## config.mk

```make
export PLATFORM = sky130hd
export DESIGN_NAME = divmix_dual
export DESIGN_NICKNAME = d
export VERILOG_FILES = /design/src/rtl/divmix_pkg.sv /design/src/rtl/divmix_lane.sv /design/src/rtl/divmix_dual.sv
export SDC_FILE = /design/constraint.sdc
export NUM_CORES = 2
export LEC_CHECK = 0
export BUFFER_PORTS_ARGS = -buffer_cell sky130_fd_sc_hd__buf_2
export CAP_MARGIN = 20
export CORE_UTILIZATION = 30
export CTS_CLUSTER_SIZE = 10
export DETAILED_ROUTE_END_ITERATION = 12
export HOLD_SLACK_MARGIN = 0.1
export PLACE_DENSITY_LB_ADDON = 0.08
export SLEW_MARGIN = 20
export SYNTH_ARGS = -nofsm -noshare
export SYNTH_HDL_FRONTEND = slang
export SYNTH_SLANG_ARGS = --single-unit
```

## constraint.sdc

```tcl
create_clock -name clk -period 5 [get_ports clk]
set_input_delay 1 -clock clk [delete_from_list [all_inputs] [get_ports clk]]
set_output_delay 1 -clock clk [all_outputs]
set_load 0.05 [all_outputs]
```

## src/rtl/divmix_pkg.sv

```systemverilog
package divmix_pkg;
  parameter int unsigned MIX_W = 64;

  typedef enum logic [0:0] {
    LN_IDLE = 1'b0,
    LN_RUN  = 1'b1
  } lane_state_e;
endpackage

```

## src/rtl/divmix_lane.sv

```systemverilog
module divmix_lane
  import divmix_pkg::*;
#(
  parameter int unsigned W = MIX_W
) (
  input  logic         clk,
  input  logic         rst_n,
  input  logic         load,
  input  logic [W-1:0] word_in,
  output logic         fin,
  output logic [W-1:0] quo,
  output logic [W-1:0] rem
);
  localparam int unsigned NB = W / 8;
  localparam int unsigned CW = $clog2(W);
  localparam logic [CW-1:0] LAST = CW'(W - 1);

  typedef struct packed {
    logic [W:0]   part;
    logic [W-1:0] qbits;
  } step_t;

  function automatic logic [W-1:0] flip_bytes(input logic [W-1:0] v);
    logic [W-1:0] r;
    for (int k = 0; k < NB; k++) r[8*k +: 8] = v[8*(NB-1-k) +: 8];
    return r;
  endfunction

  function automatic step_t div_step(input logic [W:0] part,
                                     input logic [W-1:0] qbits,
                                     input logic [W-1:0] dv);
    step_t      s;
    logic [W:0] shifted;
    shifted = {part[W-1:0], qbits[W-1]};
    if (shifted >= {1'b0, dv}) begin
      s.part  = shifted - {1'b0, dv};
      s.qbits = {qbits[W-2:0], 1'b1};
    end else begin
      s.part  = shifted;
      s.qbits = {qbits[W-2:0], 1'b0};
    end
    return s;
  endfunction

  lane_state_e  st_q;
  logic [W:0]   part_q;
  logic [W-1:0] qbits_q, dvsr_q, big_q;
  logic [CW-1:0] cnt_q;
  logic         zero_q, fin_q;

  logic [W-1:0] op_p, op_q;
  logic         op_zero, p_bigger;
  step_t        nxt;
  logic         lane_step, lane_last;

  assign op_p     = ~word_in;
  assign op_q     = flip_bytes(word_in);
  assign op_zero  = (op_p == '0) || (op_q == '0);
  assign p_bigger = op_p > op_q;
  assign nxt      = div_step(part_q, qbits_q, dvsr_q);
  assign lane_step = (st_q == LN_RUN);
  assign lane_last = lane_step && (cnt_q == LAST);

  always_ff @(posedge clk or negedge rst_n) begin
    if (!rst_n) begin
      st_q    <= LN_IDLE;
      part_q  <= '0;
      qbits_q <= '0;
      dvsr_q  <= '0;
      big_q   <= '0;
      cnt_q   <= '0;
      zero_q  <= 1'b0;
      fin_q   <= 1'b0;
    end else begin
      fin_q <= 1'b0;
      if (load && st_q == LN_IDLE) begin
        st_q    <= LN_RUN;
        part_q  <= '0;
        cnt_q   <= '0;
        zero_q  <= op_zero;
        qbits_q <= p_bigger ? op_p : op_q;
        big_q   <= p_bigger ? op_p : op_q;
        dvsr_q  <= p_bigger ? op_q : op_p;
      end else if (lane_step) begin
        part_q  <= nxt.part;
        qbits_q <= nxt.qbits;
        cnt_q   <= cnt_q + 1'b1;
        if (lane_last) begin
          st_q  <= LN_IDLE;
          fin_q <= 1'b1;
        end
      end
    end
  end

  assign fin = fin_q;
  assign quo = zero_q ? '0 : qbits_q;
  assign rem = zero_q ? '0 : part_q[W-1:0];

  AST_NONZERO_DIVISOR: assert property (@(posedge clk) disable iff (!rst_n)
    lane_step |-> (zero_q || dvsr_q != '0));
  AST_DIVIDEND_ORDER: assert property (@(posedge clk) disable iff (!rst_n)
    lane_step |-> (big_q >= dvsr_q));
  AST_REM_RANGE: assert property (@(posedge clk) disable iff (!rst_n)
    (fin_q && !zero_q) |-> (part_q[W-1:0] < dvsr_q));
  AST_PART_BOUND: assert property (@(posedge clk) disable iff (!rst_n)
    (lane_step && !zero_q && cnt_q != '0) |-> (part_q < {1'b0, dvsr_q}));
endmodule

```

## src/rtl/divmix_dual.sv

```systemverilog
module divmix_dual
  import divmix_pkg::*;
#(
  parameter int unsigned W = MIX_W
) (
  input  logic         clk,
  input  logic         rst_n,
  input  logic         start,
  input  logic [W-1:0] v0_in,
  input  logic [W-1:0] v1_in,
  output logic         busy,
  output logic         done,
  output logic [W-1:0] v0_out,
  output logic [W-1:0] v1_out
);
  localparam int unsigned LANES = 2;

  function automatic logic [W-1:0] mix_sub(input logic [W-1:0] w,
                                           input logic [W-1:0] q,
                                           input logic [W-1:0] r);
    return w - (q + r);
  endfunction

  logic [W-1:0] word_in [LANES];
  logic [W-1:0] held    [LANES];
  logic [W-1:0] quo     [LANES];
  logic [W-1:0] rem     [LANES];
  logic [LANES-1:0] fin;

  logic busy_q, done_q, accept, all_fin;
  logic [W-1:0] v0_q, v1_q;

  assign accept     = start && !busy_q;
  assign all_fin    = &fin;
  assign word_in[0] = v0_in;
  assign word_in[1] = v1_in;

  for (genvar i = 0; i < LANES; i++) begin : g_lane
    divmix_lane #(.W(W)) u_lane (
      .clk     (clk),
      .rst_n   (rst_n),
      .load    (accept),
      .word_in (word_in[i]),
      .fin     (fin[i]),
      .quo     (quo[i]),
      .rem     (rem[i])
    );

    always_ff @(posedge clk or negedge rst_n) begin
      if (!rst_n)      held[i] <= '0;
      else if (accept) held[i] <= word_in[i];
    end
  end

  always_ff @(posedge clk or negedge rst_n) begin
    if (!rst_n) begin
      busy_q <= 1'b0;
      done_q <= 1'b0;
      v0_q   <= '0;
      v1_q   <= '0;
    end else begin
      done_q <= 1'b0;
      if (accept) busy_q <= 1'b1;
      if (all_fin) begin
        busy_q <= 1'b0;
        done_q <= 1'b1;
        v0_q   <= mix_sub(held[0], quo[0], rem[1]);
        v1_q   <= mix_sub(held[1], quo[1], rem[0]);
      end
    end
  end

  assign busy   = busy_q;
  assign done   = done_q;
  assign v0_out = v0_q;
  assign v1_out = v1_q;

  AST_LANES_TOGETHER: assert property (@(posedge clk) disable iff (!rst_n)
    fin[0] == fin[1]);
  AST_DONE_PULSE: assert property (@(posedge clk) disable iff (!rst_n)
    done_q |=> !done_q);
  AST_BUSY_EXCL: assert property (@(posedge clk) disable iff (!rst_n)
    busy_q |-> !done_q);
  AST_OUT_HOLD: assert property (@(posedge clk) disable iff (!rst_n)
    !done_q |-> $stable({v0_q, v1_q}));
  AST_START_IGNORED: assert property (@(posedge clk) disable iff (!rst_n)
    (busy_q && start && !all_fin) |=> busy_q);
endmodule

```

==> key figures <==
Drt
  – Wirelength per Cell: 25.6 um
  – Via/cell ratio: ~5.3
  – DRT antenna net count: 0
  – Remaining DRCs: 0
  – Initial DRC Count: approximately 3900
  – Drt pass-1 iters: 6
  – Via count: 45900
  – Routed WL: 223000 um

Clock tree
  – H-tree Lvls: 3
  – Clock sink total: 660
  – CTS tree: built
  – CTS max path bufs: 3
  – Number of buffers created by CTS: 90
  – Hold-fix buffers, CTS: 0
  – Clock transition at path regs: 0.06 ns
  – Clk Latency, worst-skew pair: 0.74 ns
  – Root cell of the clock tree: clkbuf_16

Pwr
  – Worst VDD drop: 0.000403 V
  – Cell Pwr Density: approximately 820 nW/um2
  – Comb power frac: 67.7%
  – Clock share of power: 14.0%
  – Power Internal: 23.7 mW
  – Sw Ratio: 51.0%
  – Reg power frac: 18.3%
  – Leak: 27.7 nW
  – Switch Pwr: around 25 mW

Synth
  – Yosys warns: 0
  – Mapped Nets: 6742
  – Flop and latch count out of synthesis: 660
  – Post-Syn Instances: 6159
  – EDFF count, synth: 0
  – Post-synth ARST share: 100%
  – Post-synthesis average cell area: ~8.2 um2
  – Dominant synthesized flop cell: dfrtp_1
  – Sequential area share after synthesis: about 33%
  – Yosys cell types: slightly above 100
  – Cell area after synthesis: 50700 um2

Floorplanning
  – Io pins: 261
  – Core Area: between 150000 and 200000 um2
  – Die Wd: 413 um
  – Die ar.: 171000 um2
  – Initial core utilization: 30.3%
  – FP Rows: 150
  – Die H: 413 um

Placed design
  – Area after DPL: 55600 um2
  – I/O Buffers: 260
  – GP Congestion: 0.948
  – Cell count after placement: 8515
  – HPWL Detailed: 179000 um

Global route
  – Grt met1 use: 36.0%
  – Vias in the first global route: approximately 45000
  – Initial antenna violation count: 10
  – Met2 usage: between 40% and 50%
  – First-pass GRT wire length: about 320000 um
  – Largest net degree at the start of global routing: 167
  – GRT overflow: 0
  – GRT Total Usage: 25.8%
  – GRT Max-Usage Layer: met2
  – M3 GR Usage: 3.99%

STA
  – Pins Over Slew Limit: 0
  – Hold WS: 0.305 ns
  – Final Hold Viols: 0
  – Fin crit share: 95.3%
  – Worst-Margin Slew: 1.09 ns
  – Max Clock Skew: 0.0390 ns
  – Slew Limit Headroom: 27.3%
  – Final setup TNS: 0 ns
  – Minimum clock period: 4.77 ns
  – Setup violators final: 0
  – Fmax: 0.210 GHz

Run status
  – Status: finished clean

Setup path
  – CP Launch Type: flip-flop
  – Req. time, crit path: 5.61 ns
  – CP Class: flip-flop to flip-flop
  – Arr. time, crit path: 5.38 ns
  – Crit Path Max Fanout: 13
  – CP endpoint kind: flip-flop

Final layout
  – Area grow syn2layout: 15.7%
  – Layout cell share with drive strength beyond 1: between 10 and 15%
  – Final Non-Filler Cells: 8681
  – Fin nets: 6989
  – Final instance area: 58700 um2

Worst hold path
  – Min-delay worst type: input port to async pin

Job
  – Max_cap viols: 0
metal layers:
metal  routed length, um  vias up
met4                4970        2
met3               11400      242
met2              103000     1178
met5                  13        -
met1              103000    22800
li1                    -    21700
layout make-up:
class / instances / area (um2)
fillers: 17600 / 109000
inverters: 652 / 2450
multi-input cells: 4499 / 30500
flip-flops and latches: 660 / 16500
well taps: 2204 / 2760
repair buffers: 503 / 3440
clock buffers: 132 / 2640
diodes: 3 / 7.51
clock inverters: 28 / 387
sequential cells by signal, summed over array words and instances, names as in the netlist:
name and cells:
held 128, v0_out 64, g_lane.u_lane.zero_q 2, done 1
g_lane.u_lane.part_q 128, g_lane.u_lane.cnt_q 12, g_lane.u_lane.dvsr_q 128, v1_out 64
g_lane.u_lane.fin 2, g_lane.u_lane.lane_step 2, busy 1, g_lane.u_lane.qbits_q 128
synthesized netlist by cell type, types with 9 or more instances:
cell         n  area, um2
and2_1      15       93.8
nand2_1    840       3150
xnor2_1    151       1320
a221oi_1    10       87.6
and3_1      26        163
nand3_1     58        290
nor2_1     253        950
a41oi_1     10       87.6
o21a_1      36        270
fa_1       128       2560
nand4_1    153        957
a221o_1     15        150
a32oi_1     30        263
nor2b_1    242       1510
o31ai_1     23        173
a21o_1     173       1300
a211oi_1    26        195
and4_1       9       78.8
a21oi_1    385       1930
xor2_1      86        753
dfrtp_1    660      16500
buf_1       15       56.3
o21ai_0    748       3740
o21ai_1     29        145
a2bb2oi_1   65        569
or3_1       20        125
buf_2       41        205
nor4_1      51        319
ha_1       324       4050
inv_1      650       2440
a31oi_1     36        225
nor3_1      41        205
nand2b_1    57        357
mux2i_1    213       2130
o211ai_1    23        173
o21bai_1    61        458
clkbuf_1   277       1040
per-stage QoR:
step           setup WS [ns]  total power, mW  util [%]
3_5_place_dp         -0.0628             41.4      33.2
6_report               0.234             48.3      35.0
4_1_cts              0.00205             48.6      35.0
2_1_floorplan          0.704             30.8         -
3_3_place_gp          -0.115             41.7      33.2
5_1_grt              -0.0222             52.4      35.0
worst paths after layout:
path                                         startpoint                           end  slack (ns)  depth (start not counted)
worst min register to register               v0_out[48]                    v0_out[48]        0.47                          2
worst min-delay path                              rst_n                      held[60]        0.30                          1
min in group clk                             v0_out[48]                    v0_out[48]        0.47                          2
max in group asynchronous                         rst_n  g_lane[1].u_lane.qbits_q[28]        3.58                          3
worst max-delay path            g_lane[1].u_lane.zero_q                    v0_out[55]        0.23                         16
worst max register to register  g_lane[1].u_lane.zero_q                    v0_out[55]        0.23                         16
worst max-delay path, cell delays in order, from the launching register on:
cell,delay [ns]
dfrtp_4,0.58
buf_12,0.19
buf_4,0.19
nand2b_1,0.17
fa_1,0.48
ha_1,0.41
a21o_1,0.20
o21bai_1,0.15
a21oi_1,0.18
o41ai_2,0.13
a211oi_2,0.38
o21ai_1,0.12
buf_4,0.17
o2111ai_1,0.49
and2_1,0.32
o21ai_0,0.16
a221o_1,0.31
timing repair:
action                     in CTS  in global routing
setup endpoints to repair       8                 16
gates resized for setup         2                  9
pin swaps                       0                  3
buffers inserted                0                  3
cloned                          0                  0
power groups by stage:
stage               Combinational (mW)  Sequential, mW  Clock [mW]
global route                      36.2            9.02        7.15
CTS                               32.7            8.91        6.96
floorplan                         22.0            8.78           0
global placement                  32.7            8.99           0
detailed placement                32.4            8.98           0
finish                            32.7            8.83        6.76
cells in the final DEF (no fill, tap or decap), types with 21 or more instances in the layout:
cell / n
nand3_1: 58
a2bb2oi_1: 65
mux2i_1: 213
a31oi_1: 36
ha_1: 324
o21ai_0: 746
clkbuf_8: 21
xnor2_1: 151
a32oi_1: 30
buf_2: 259
o31ai_1: 23
o21bai_1: 61
clkbuf_16: 91
and3_1: 26
o211ai_1: 23
nor2_1: 250
inv_1: 649
o21ai_1: 29
a21oi_1: 385
nor2b_1: 240
nor4_1: 51
fa_1: 128
buf_12: 24
dfrtp_1: 656
nand4_1: 153
nand2_1: 835
nor3_1: 41
buf_4: 218
o21a_1: 36
xor2_1: 86
a21o_1: 173
a211oi_1: 24
nand2b_1: 56
kinds of logic (layout without fill, tap and decap cells):
kind of cell | count (synthesis) | count (layout) | synth area share (%)
simple gates | 1804 | 1804 | 16.8
compound gates | 1787 | 1787 | 21.6
buf+inv | 1000 | 1315 | 7.64
flops | 660 | 660 | 32.5
fa+ha+maj | 452 | 452 | 13.0
xor+xnor | 237 | 237 | 4.09
mux | 219 | 219 | 4.33
other cells | 0 | 3 | 0
Power figures use the tool's default switching activity.
